==> src/rtl/seg_ld_pkg.sv <==
package seg_ld_pkg;
  localparam logic [7:0] VEC_GP = 8'd13;
  localparam logic [7:0] VEC_SS = 8'd12;
  localparam logic [7:0] VEC_NP = 8'd11;

  typedef enum logic [2:0] {
    LD_IDLE, LD_DECIDE, LD_WAIT_LO, LD_WAIT_HI, LD_EVAL
  } ld_state_t;

  typedef struct packed {
    logic [31:0] base;
    logic [31:0] limit;
    logic        big;
    logic [15:0] sel;
  } seg_entry_t;
endpackage

==> src/rtl/seg_sel_decode.sv <==
module seg_sel_decode #(
  parameter int ADDR_W = 32,
  parameter int TLIM_W = 16
) (
  input  logic [15:0]       sel,
  input  logic [ADDR_W-1:0] gtab_base,
  input  logic [TLIM_W-1:0] gtab_limit,
  input  logic [ADDR_W-1:0] ltab_base,
  input  logic [TLIM_W-1:0] ltab_limit,
  output logic              is_null,
  output logic              over_limit,
  output logic [ADDR_W-1:0] desc_addr
);
  localparam int EW = (TLIM_W > 16 ? TLIM_W : 16) + 1;

  logic [15:0]       offset;
  logic [EW-1:0]     last_byte;
  logic [EW-1:0]     lim_ext;
  logic [ADDR_W-1:0] tbase;

  always_comb begin
    offset     = {sel[15:3], 3'b000};
    is_null    = (sel[15:2] == 14'd0);
    tbase      = sel[2] ? ltab_base : gtab_base;
    lim_ext    = EW'(sel[2] ? ltab_limit : gtab_limit);
    last_byte  = EW'(offset) + EW'(7);
    over_limit = last_byte > lim_ext;
    desc_addr  = tbase + ADDR_W'(offset);
  end
endmodule

==> src/rtl/seg_desc_eval.sv <==
module seg_desc_eval
  import seg_ld_pkg::*;
(
  input  logic [31:0] lo_word,
  input  logic [31:0] hi_word,
  input  logic        stack_seg,
  output logic        fault,
  output logic [7:0]  fault_vec,
  output logic [31:0] base,
  output logic [31:0] limit,
  output logic        big
);
  logic        f_s, f_code, f_rw, f_pres, f_gran;
  logic [19:0] lim20;

  always_comb begin
    f_s    = hi_word[12];
    f_code = hi_word[11];
    f_rw   = hi_word[9];
    f_pres = hi_word[15];
    f_gran = hi_word[23];
    fault     = 1'b0;
    fault_vec = VEC_GP;
    if (!f_s || (f_code && !f_rw)) begin
      fault = 1'b1;
    end else if (stack_seg && !f_code && !f_rw) begin
      fault = 1'b1;
    end else if (!f_pres) begin
      fault     = 1'b1;
      fault_vec = stack_seg ? VEC_SS : VEC_NP;
    end
    base  = {hi_word[31:24], hi_word[7:0], lo_word[31:16]};
    lim20 = {hi_word[19:16], lo_word[15:0]};
    limit = f_gran ? {lim20, 12'hFFF} : {12'h000, lim20};
    big   = hi_word[22];
  end
endmodule

==> src/rtl/seg_cache.sv <==
module seg_cache
  import seg_ld_pkg::*;
#(
  parameter int NUM_SEGS = 6,
  localparam int IDX_W = $clog2(NUM_SEGS)
) (
  input  logic             clk,
  input  logic             we,
  input  logic [IDX_W-1:0] waddr,
  input  seg_entry_t       wdata,
  input  logic [IDX_W-1:0] raddr,
  output seg_entry_t       rdata
);
  seg_entry_t mem [NUM_SEGS];

  always_ff @(posedge clk) begin
    if (we) mem[waddr] <= wdata;
    rdata <= mem[raddr];
  end
endmodule

==> src/rtl/seg_loader.sv <==
module seg_loader
  import seg_ld_pkg::*;
#(
  parameter int NUM_SEGS = 6,
  parameter int ADDR_W   = 32,
  parameter int TLIM_W   = 16,
  localparam int IDX_W = $clog2(NUM_SEGS)
) (
  input  logic              clk,
  input  logic              rst,
  input  logic              start,
  input  logic [15:0]       sel_in,
  input  logic [IDX_W-1:0]  seg_idx,
  input  logic              is_stack,
  input  logic [ADDR_W-1:0] gtab_base,
  input  logic [TLIM_W-1:0] gtab_limit,
  input  logic [ADDR_W-1:0] ltab_base,
  input  logic [TLIM_W-1:0] ltab_limit,
  output logic              mem_rd_en,
  output logic [ADDR_W-1:0] mem_rd_addr,
  input  logic              mem_rvalid,
  input  logic [31:0]       mem_rdata,
  output logic              done,
  output logic              fault_valid,
  output logic [7:0]        fault_code,
  output logic [15:0]       fault_err,
  input  logic [IDX_W-1:0]  rd_idx,
  output logic [31:0]       rd_base,
  output logic [31:0]       rd_limit,
  output logic              rd_big,
  output logic [15:0]       rd_sel
);
  ld_state_t         state;
  logic [15:0]       sel_q;
  logic [IDX_W-1:0]  idx_q;
  logic              stk_q;
  logic [ADDR_W-1:0] addr_q;
  logic [31:0]       lo_q, hi_q;

  logic              dec_null, dec_over;
  logic [ADDR_W-1:0] dec_addr;
  logic              ev_fault;
  logic [7:0]        ev_vec;
  logic [31:0]       ev_base, ev_limit;
  logic              ev_big;

  logic              cache_we;
  seg_entry_t        cache_wdata;
  seg_entry_t        cache_rdata;
  logic              busy;
  logic [15:0]       err_code;

  seg_sel_decode #(.ADDR_W(ADDR_W), .TLIM_W(TLIM_W)) u_dec (
    .sel(sel_q), .gtab_base(gtab_base), .gtab_limit(gtab_limit),
    .ltab_base(ltab_base), .ltab_limit(ltab_limit),
    .is_null(dec_null), .over_limit(dec_over), .desc_addr(dec_addr)
  );

  seg_desc_eval u_eval (
    .lo_word(lo_q), .hi_word(hi_q), .stack_seg(stk_q),
    .fault(ev_fault), .fault_vec(ev_vec),
    .base(ev_base), .limit(ev_limit), .big(ev_big)
  );

  seg_cache #(.NUM_SEGS(NUM_SEGS)) u_cache (
    .clk(clk), .we(cache_we), .waddr(idx_q), .wdata(cache_wdata),
    .raddr(rd_idx), .rdata(cache_rdata)
  );

  assign busy     = (state != LD_IDLE);
  assign err_code = {sel_q[15:2], 2'b00};

  always_comb begin
    cache_we    = 1'b0;
    cache_wdata = '{base: 32'd0, limit: 32'd0, big: 1'b1, sel: sel_q};
    if (state == LD_DECIDE && dec_null && !stk_q) begin
      cache_we = 1'b1;
    end else if (state == LD_EVAL && !ev_fault) begin
      cache_we    = 1'b1;
      cache_wdata = '{base: ev_base, limit: ev_limit, big: ev_big, sel: sel_q};
    end
  end

  always_ff @(posedge clk) begin
    if (rst) begin
      state       <= LD_IDLE;
      sel_q       <= '0;
      idx_q       <= '0;
      stk_q       <= 1'b0;
      addr_q      <= '0;
      lo_q        <= '0;
      hi_q        <= '0;
      mem_rd_en   <= 1'b0;
      mem_rd_addr <= '0;
      done        <= 1'b0;
      fault_valid <= 1'b0;
      fault_code  <= '0;
      fault_err   <= '0;
    end else begin
      mem_rd_en   <= 1'b0;
      done        <= 1'b0;
      fault_valid <= 1'b0;
      unique case (state)
        LD_IDLE: if (start) begin
          sel_q <= sel_in;
          idx_q <= seg_idx;
          stk_q <= is_stack;
          state <= LD_DECIDE;
        end
        LD_DECIDE: begin
          if ((dec_null && stk_q) || (!dec_null && dec_over)) begin
            done        <= 1'b1;
            fault_valid <= 1'b1;
            fault_code  <= VEC_GP;
            fault_err   <= err_code;
            state       <= LD_IDLE;
          end else if (dec_null) begin
            done  <= 1'b1;
            state <= LD_IDLE;
          end else begin
            mem_rd_en   <= 1'b1;
            mem_rd_addr <= dec_addr;
            addr_q      <= dec_addr;
            state       <= LD_WAIT_LO;
          end
        end
        LD_WAIT_LO: if (mem_rvalid) begin
          lo_q        <= mem_rdata;
          mem_rd_en   <= 1'b1;
          mem_rd_addr <= addr_q + ADDR_W'(4);
          state       <= LD_WAIT_HI;
        end
        LD_WAIT_HI: if (mem_rvalid) begin
          hi_q  <= mem_rdata;
          state <= LD_EVAL;
        end
        LD_EVAL: begin
          done <= 1'b1;
          if (ev_fault) begin
            fault_valid <= 1'b1;
            fault_code  <= ev_vec;
            fault_err   <= err_code;
          end
          state <= LD_IDLE;
        end
        default: state <= LD_IDLE;
      endcase
    end
  end

  assign rd_base  = cache_rdata.base;
  assign rd_limit = cache_rdata.limit;
  assign rd_big   = cache_rdata.big;
  assign rd_sel   = cache_rdata.sel;
endmodule

==> config.mk <==
export PLATFORM = sky130hd
export DESIGN_NAME = seg_loader
export DESIGN_NICKNAME = d
export VERILOG_FILES = /design/src/rtl/seg_ld_pkg.sv /design/src/rtl/seg_sel_decode.sv /design/src/rtl/seg_desc_eval.sv /design/src/rtl/seg_cache.sv /design/src/rtl/seg_loader.sv
export SDC_FILE = /design/constraint.sdc
export NUM_CORES = 1
export LEC_CHECK = 0
export BUFFER_PORTS_ARGS = -buffer_cell sky130_fd_sc_hd__buf_2
export CORE_MARGIN = 1
export CORE_UTILIZATION = 45
export DETAILED_ROUTE_END_ITERATION = 10
export HOLD_SLACK_MARGIN = 0.1
export PLACE_DENSITY = 0.66
export SYNTH_ARGS = -nofsm -noshare
export SYNTH_HDL_FRONTEND = slang
export SYNTH_SLANG_ARGS = --single-unit
==> constraint.sdc <==
create_clock -name clk -period 7.4 [get_ports clk]
set_input_delay 0.74 -clock clk [delete_from_list [all_inputs] [get_ports clk]]
set_output_delay 0.74 -clock clk [all_outputs]
set_load 0.05 [all_outputs]
==> impl_metrics.env <==
export IMPL_synth_largest_area_cell="edfxtp_1"
export IMPL_grt_pass1_vias=17750
export IMPL_antenna_found_initial=5
export IMPL_yosysSeqAreaShare_pct=67.79
export IMPL_grt_usage_pct=21.81
export IMPL_crit_fanout=60
export IMPL_required_ns=7.95
export IMPL_clk_path_buf_depth=3
export IMPL_coreArea_um2=63200
export IMPL_crit_chain="buf_4, mux2_2, ha_1, fa_1, a211oi_1, o211ai_2, nand4b_1, a21boi_0, xor2_1, nor2_1, a211oi_1, a221o_1"
export IMPL_regArea_um2=19540
export IMPL_clock_sinks=733
export IMPL_numCtsBuffers=78
export IMPL_rsz0062_at_grt="no"
export IMPL_met3WireLength_um=4679
export IMPL_yosysWarnings=0
export IMPL_cp_start_kind="flop"
export IMPL_crit_top_cell="a211oi_1"
export IMPL_overflow=0
export IMPL_critical_path_max_stage_delay_ns=0.64
export IMPL_initial_core_util_pct=45.61
export IMPL_area_growth_pct=16.75
export IMPL_fill_cells=5222
export IMPL_final_cell_mix="486 x edfxtp_1, 284 x buf_2, 251 x nand2_1"
export IMPL_startpoint="sel_q[2]"
export IMPL_layout_commonest_cell="edfxtp_1"
export IMPL_holdCritStartpoint="sel_in[9]"
export IMPL_cts_hold_buf=0
export IMPL_postSynthCellCount=2074
export IMPL_clk_pin_slew_ns=0.06
export IMPL_synth_edf_count=486
export IMPL_ff2ff_setup_slack_ns=3.32
export IMPL_dieArea_um2=65070
export IMPL_worst_hold_slack_ns=0.3823
export IMPL_outcome="finished, final reports clean"
export IMPL_cp_end_kind="flop"
export IMPL_htreeDepth=3
export IMPL_die_h_um=255.1
export IMPL_grt_pass1_wl_um=105900
export IMPL_synth_area_um2=28820
export IMPL_reg2reg_to="mem_rd_addr[17]"
export IMPL_critical_path_arrival_ns=4.63
export IMPL_clockRootBuffer="clkbuf_16"
export IMPL_synthArstFlopShare_pct=0
export IMPL_ios=295
export IMPL_post_route_period_util_pct=55.20
export IMPL_hold_depth=3
export IMPL_post_cts_resized=0
export IMPL_peakVddDrop_v=0.0002064
export IMPL_rr_worst_depth=12
export IMPL_cts_tree="yes"
export IMPL_hp_class="in -> reg"
export IMPL_drtAntennaViolNets=0
export IMPL_slew_violations=0
export IMPL_finalClockSkew_ns=0.01751
export IMPL_worstSetupPathType="reg -> reg"
export IMPL_avgRoutedWirePerCell_um=21.71
export IMPL_worstReg2RegStart="sel_q[2]"
export IMPL_dpl_hpwl_um=44520
export IMPL_layout_nets=2532
export IMPL_fp_dieW_um=255.1
export IMPL_setup_viol=0
export IMPL_viasPerCell=5.466
export IMPL_yosys_register_bits=733
export IMPL_drtPass1Iterations=5
export IMPL_core_rowCount=92
export IMPL_grt_max_degree=114
export IMPL_avgSynthCellArea_um2=13.90
export IMPL_place_congestion=0.8579
export IMPL_maxClockFrequency_ghz=0.2448
export IMPL_slowest_stage="buf_4"
export IMPL_setup_tns_ns=0
export IMPL_drt_iter0_markers=1418
export IMPL_drc=0
export IMPL_critPathBufInv=1
export IMPL_p_leak_nw=11.20
export IMPL_synth_top_area_share_pct=50.63
export IMPL_drv_cap=0
export IMPL_hold_violations=0
export IMPL_highest_layer="met5"
export IMPL_clk_latency_ns=0.62
export IMPL_synth_cell_type_count=72
export IMPL_cts_setup_buffers=0
export IMPL_worst_pin_slew_ns=1.257
export IMPL_met1_length_um=30270
export IMPL_synth_main_ff_cell="edfxtp_1"
export IMPL_fin_crit_ns=4.085
export IMPL_relSlewSlack_pct=16.17
export IMPL_synthTopCellsByArea="edfxtp_1 51%, dfxtp_1 17%, mux4_2 6.3%"
export IMPL_multiInputGateArea_um2=8796
export IMPL_crit_family="compound AO/OA/AOI/OAI gates"
export IMPL_vias=17830
export IMPL_whs_endpoint="sel_q[9]"
export IMPL_drive_gt1_share_pct=23.19
export IMPL_portBuffers=288
export IMPL_power_density_nw_per_um2=270.3
export IMPL_wl_met2_um=34050
export IMPL_finalWirelength_um=70830
## metal layers
| metal | GRT usage (%) | vias to the layer above |
|---|---|---|
| met5 | 0 | - |
| met4 | 6.912 | 4 |
| met3 | 3.915 | 124 |
| met2 | 35.73 | 648 |
| met1 | 29.53 | 8849 |
| li1 | - | 8205 |
## cells by family (layout without fill, tap and decap cells)
kind of cell,after synthesis,count (layout),synth area share (%)
multiplexers,242,242,11.99
buffers and inverters,134,470,2.027
adder cells (fa/ha/maj),28,28,1.242
AO/OA/AOI/OAI,302,302,6.247
other,1,7,0.01301
flip-flops,733,733,67.79
XOR/XNOR,55,55,1.671
AND/OR/NAND/NOR,579,579,9.025
## stage by stage
step | total power [W] | std cells | cell area (µm²) | worst slack, ns | utilization [%]
after CTS | 0.009164 | 3261 | 33650 | 3.308 | 53.25
after global routing | 0.009386 | 3261 | 33650 | 3.062 | 53.25
after global placement | 0.005337 | 3115 | 31100 | 3.466 | 49.21
final | 0.009095 | 3262 | 33650 | 3.315 | 53.25
after detailed placement | 0.005348 | 3115 | 31100 | 3.378 | 49.21
after floorplan | 0.005098 | 2079 | 28850 | 2.146 | -
## synth_stat cells, types with 5 or more instances
cell      instances
buf_4            13
nor2_1          184
nand4_1           9
nand2_1         252
nor2b_1           7
mux2_2           15
ha_1             27
and2_1           36
xor2_1           31
nand2b_1          6
o21ai_0          17
xnor2_1          24
and3_1           20
nor4_1            5
a21o_1            9
nor3_1            9
inv_1            11
mux2i_1         146
buf_2            20
dfxtp_1         247
buf_1             5
mux4_2           81
edfxtp_1        486
a211oi_1         10
a21oi_1         202
clkbuf_1         84
o211ai_1         20
nand3_1          24
## tightest hold or removal path, cell delays in order
cell	delay, ns
buf_2	0.10
nand2_1	0.05
a21oi_1	0.05
## power by group
part / switching [W] / internal, W
Clock: 0.00160 / 0.00223
Combinational: 0.000509 / 0.000247
Sequential: 0.0000823 / 0.00443
Total: 0.00219 / 0.00691
## how the worst max path moves through the flow
stage / cells after the start / slack (ns) / to
2_1_floorplan: 6 / 2.15 / u_cache.mem[4][0]
3_3_place_gp: 12 / 3.47 / mem_rd_addr[17]
3_5_place_dp: 12 / 3.38 / mem_rd_addr[17]
4_1_cts: 12 / 3.31 / mem_rd_addr[17]
5_1_grt: 12 / 3.06 / mem_rd_addr[17]
6_report: 12 / 3.32 / mem_rd_addr[17]
## cell type report
type                            instances  share of cell area [%]
Antenna cell                            1                0.007436
Clock buffer                          115                   6.574
Clock inverter                         31                  0.9965
Inverter                               11                  0.1227
Multi-Input combinational cell       1212                   26.14
Sequential cell                       733                   58.07
Tap cell                              846                   3.146
Timing Repair Buffer                  313                   4.941
## sequential cells by signal, indices dropped and copies added (netlist names)
signal         count
addr_q            32
done               1
fault_code         4
fault_err         14
fault_valid        1
hi_q              26
idx_q              3
lo_q              32
mem_rd_addr       32
mem_rd_en          1
sel_q             16
state              3
stk_q              1
u_cache.mem      486
u_cache.rdata     81
Note: power is estimated with default switching activity, not from simulation.
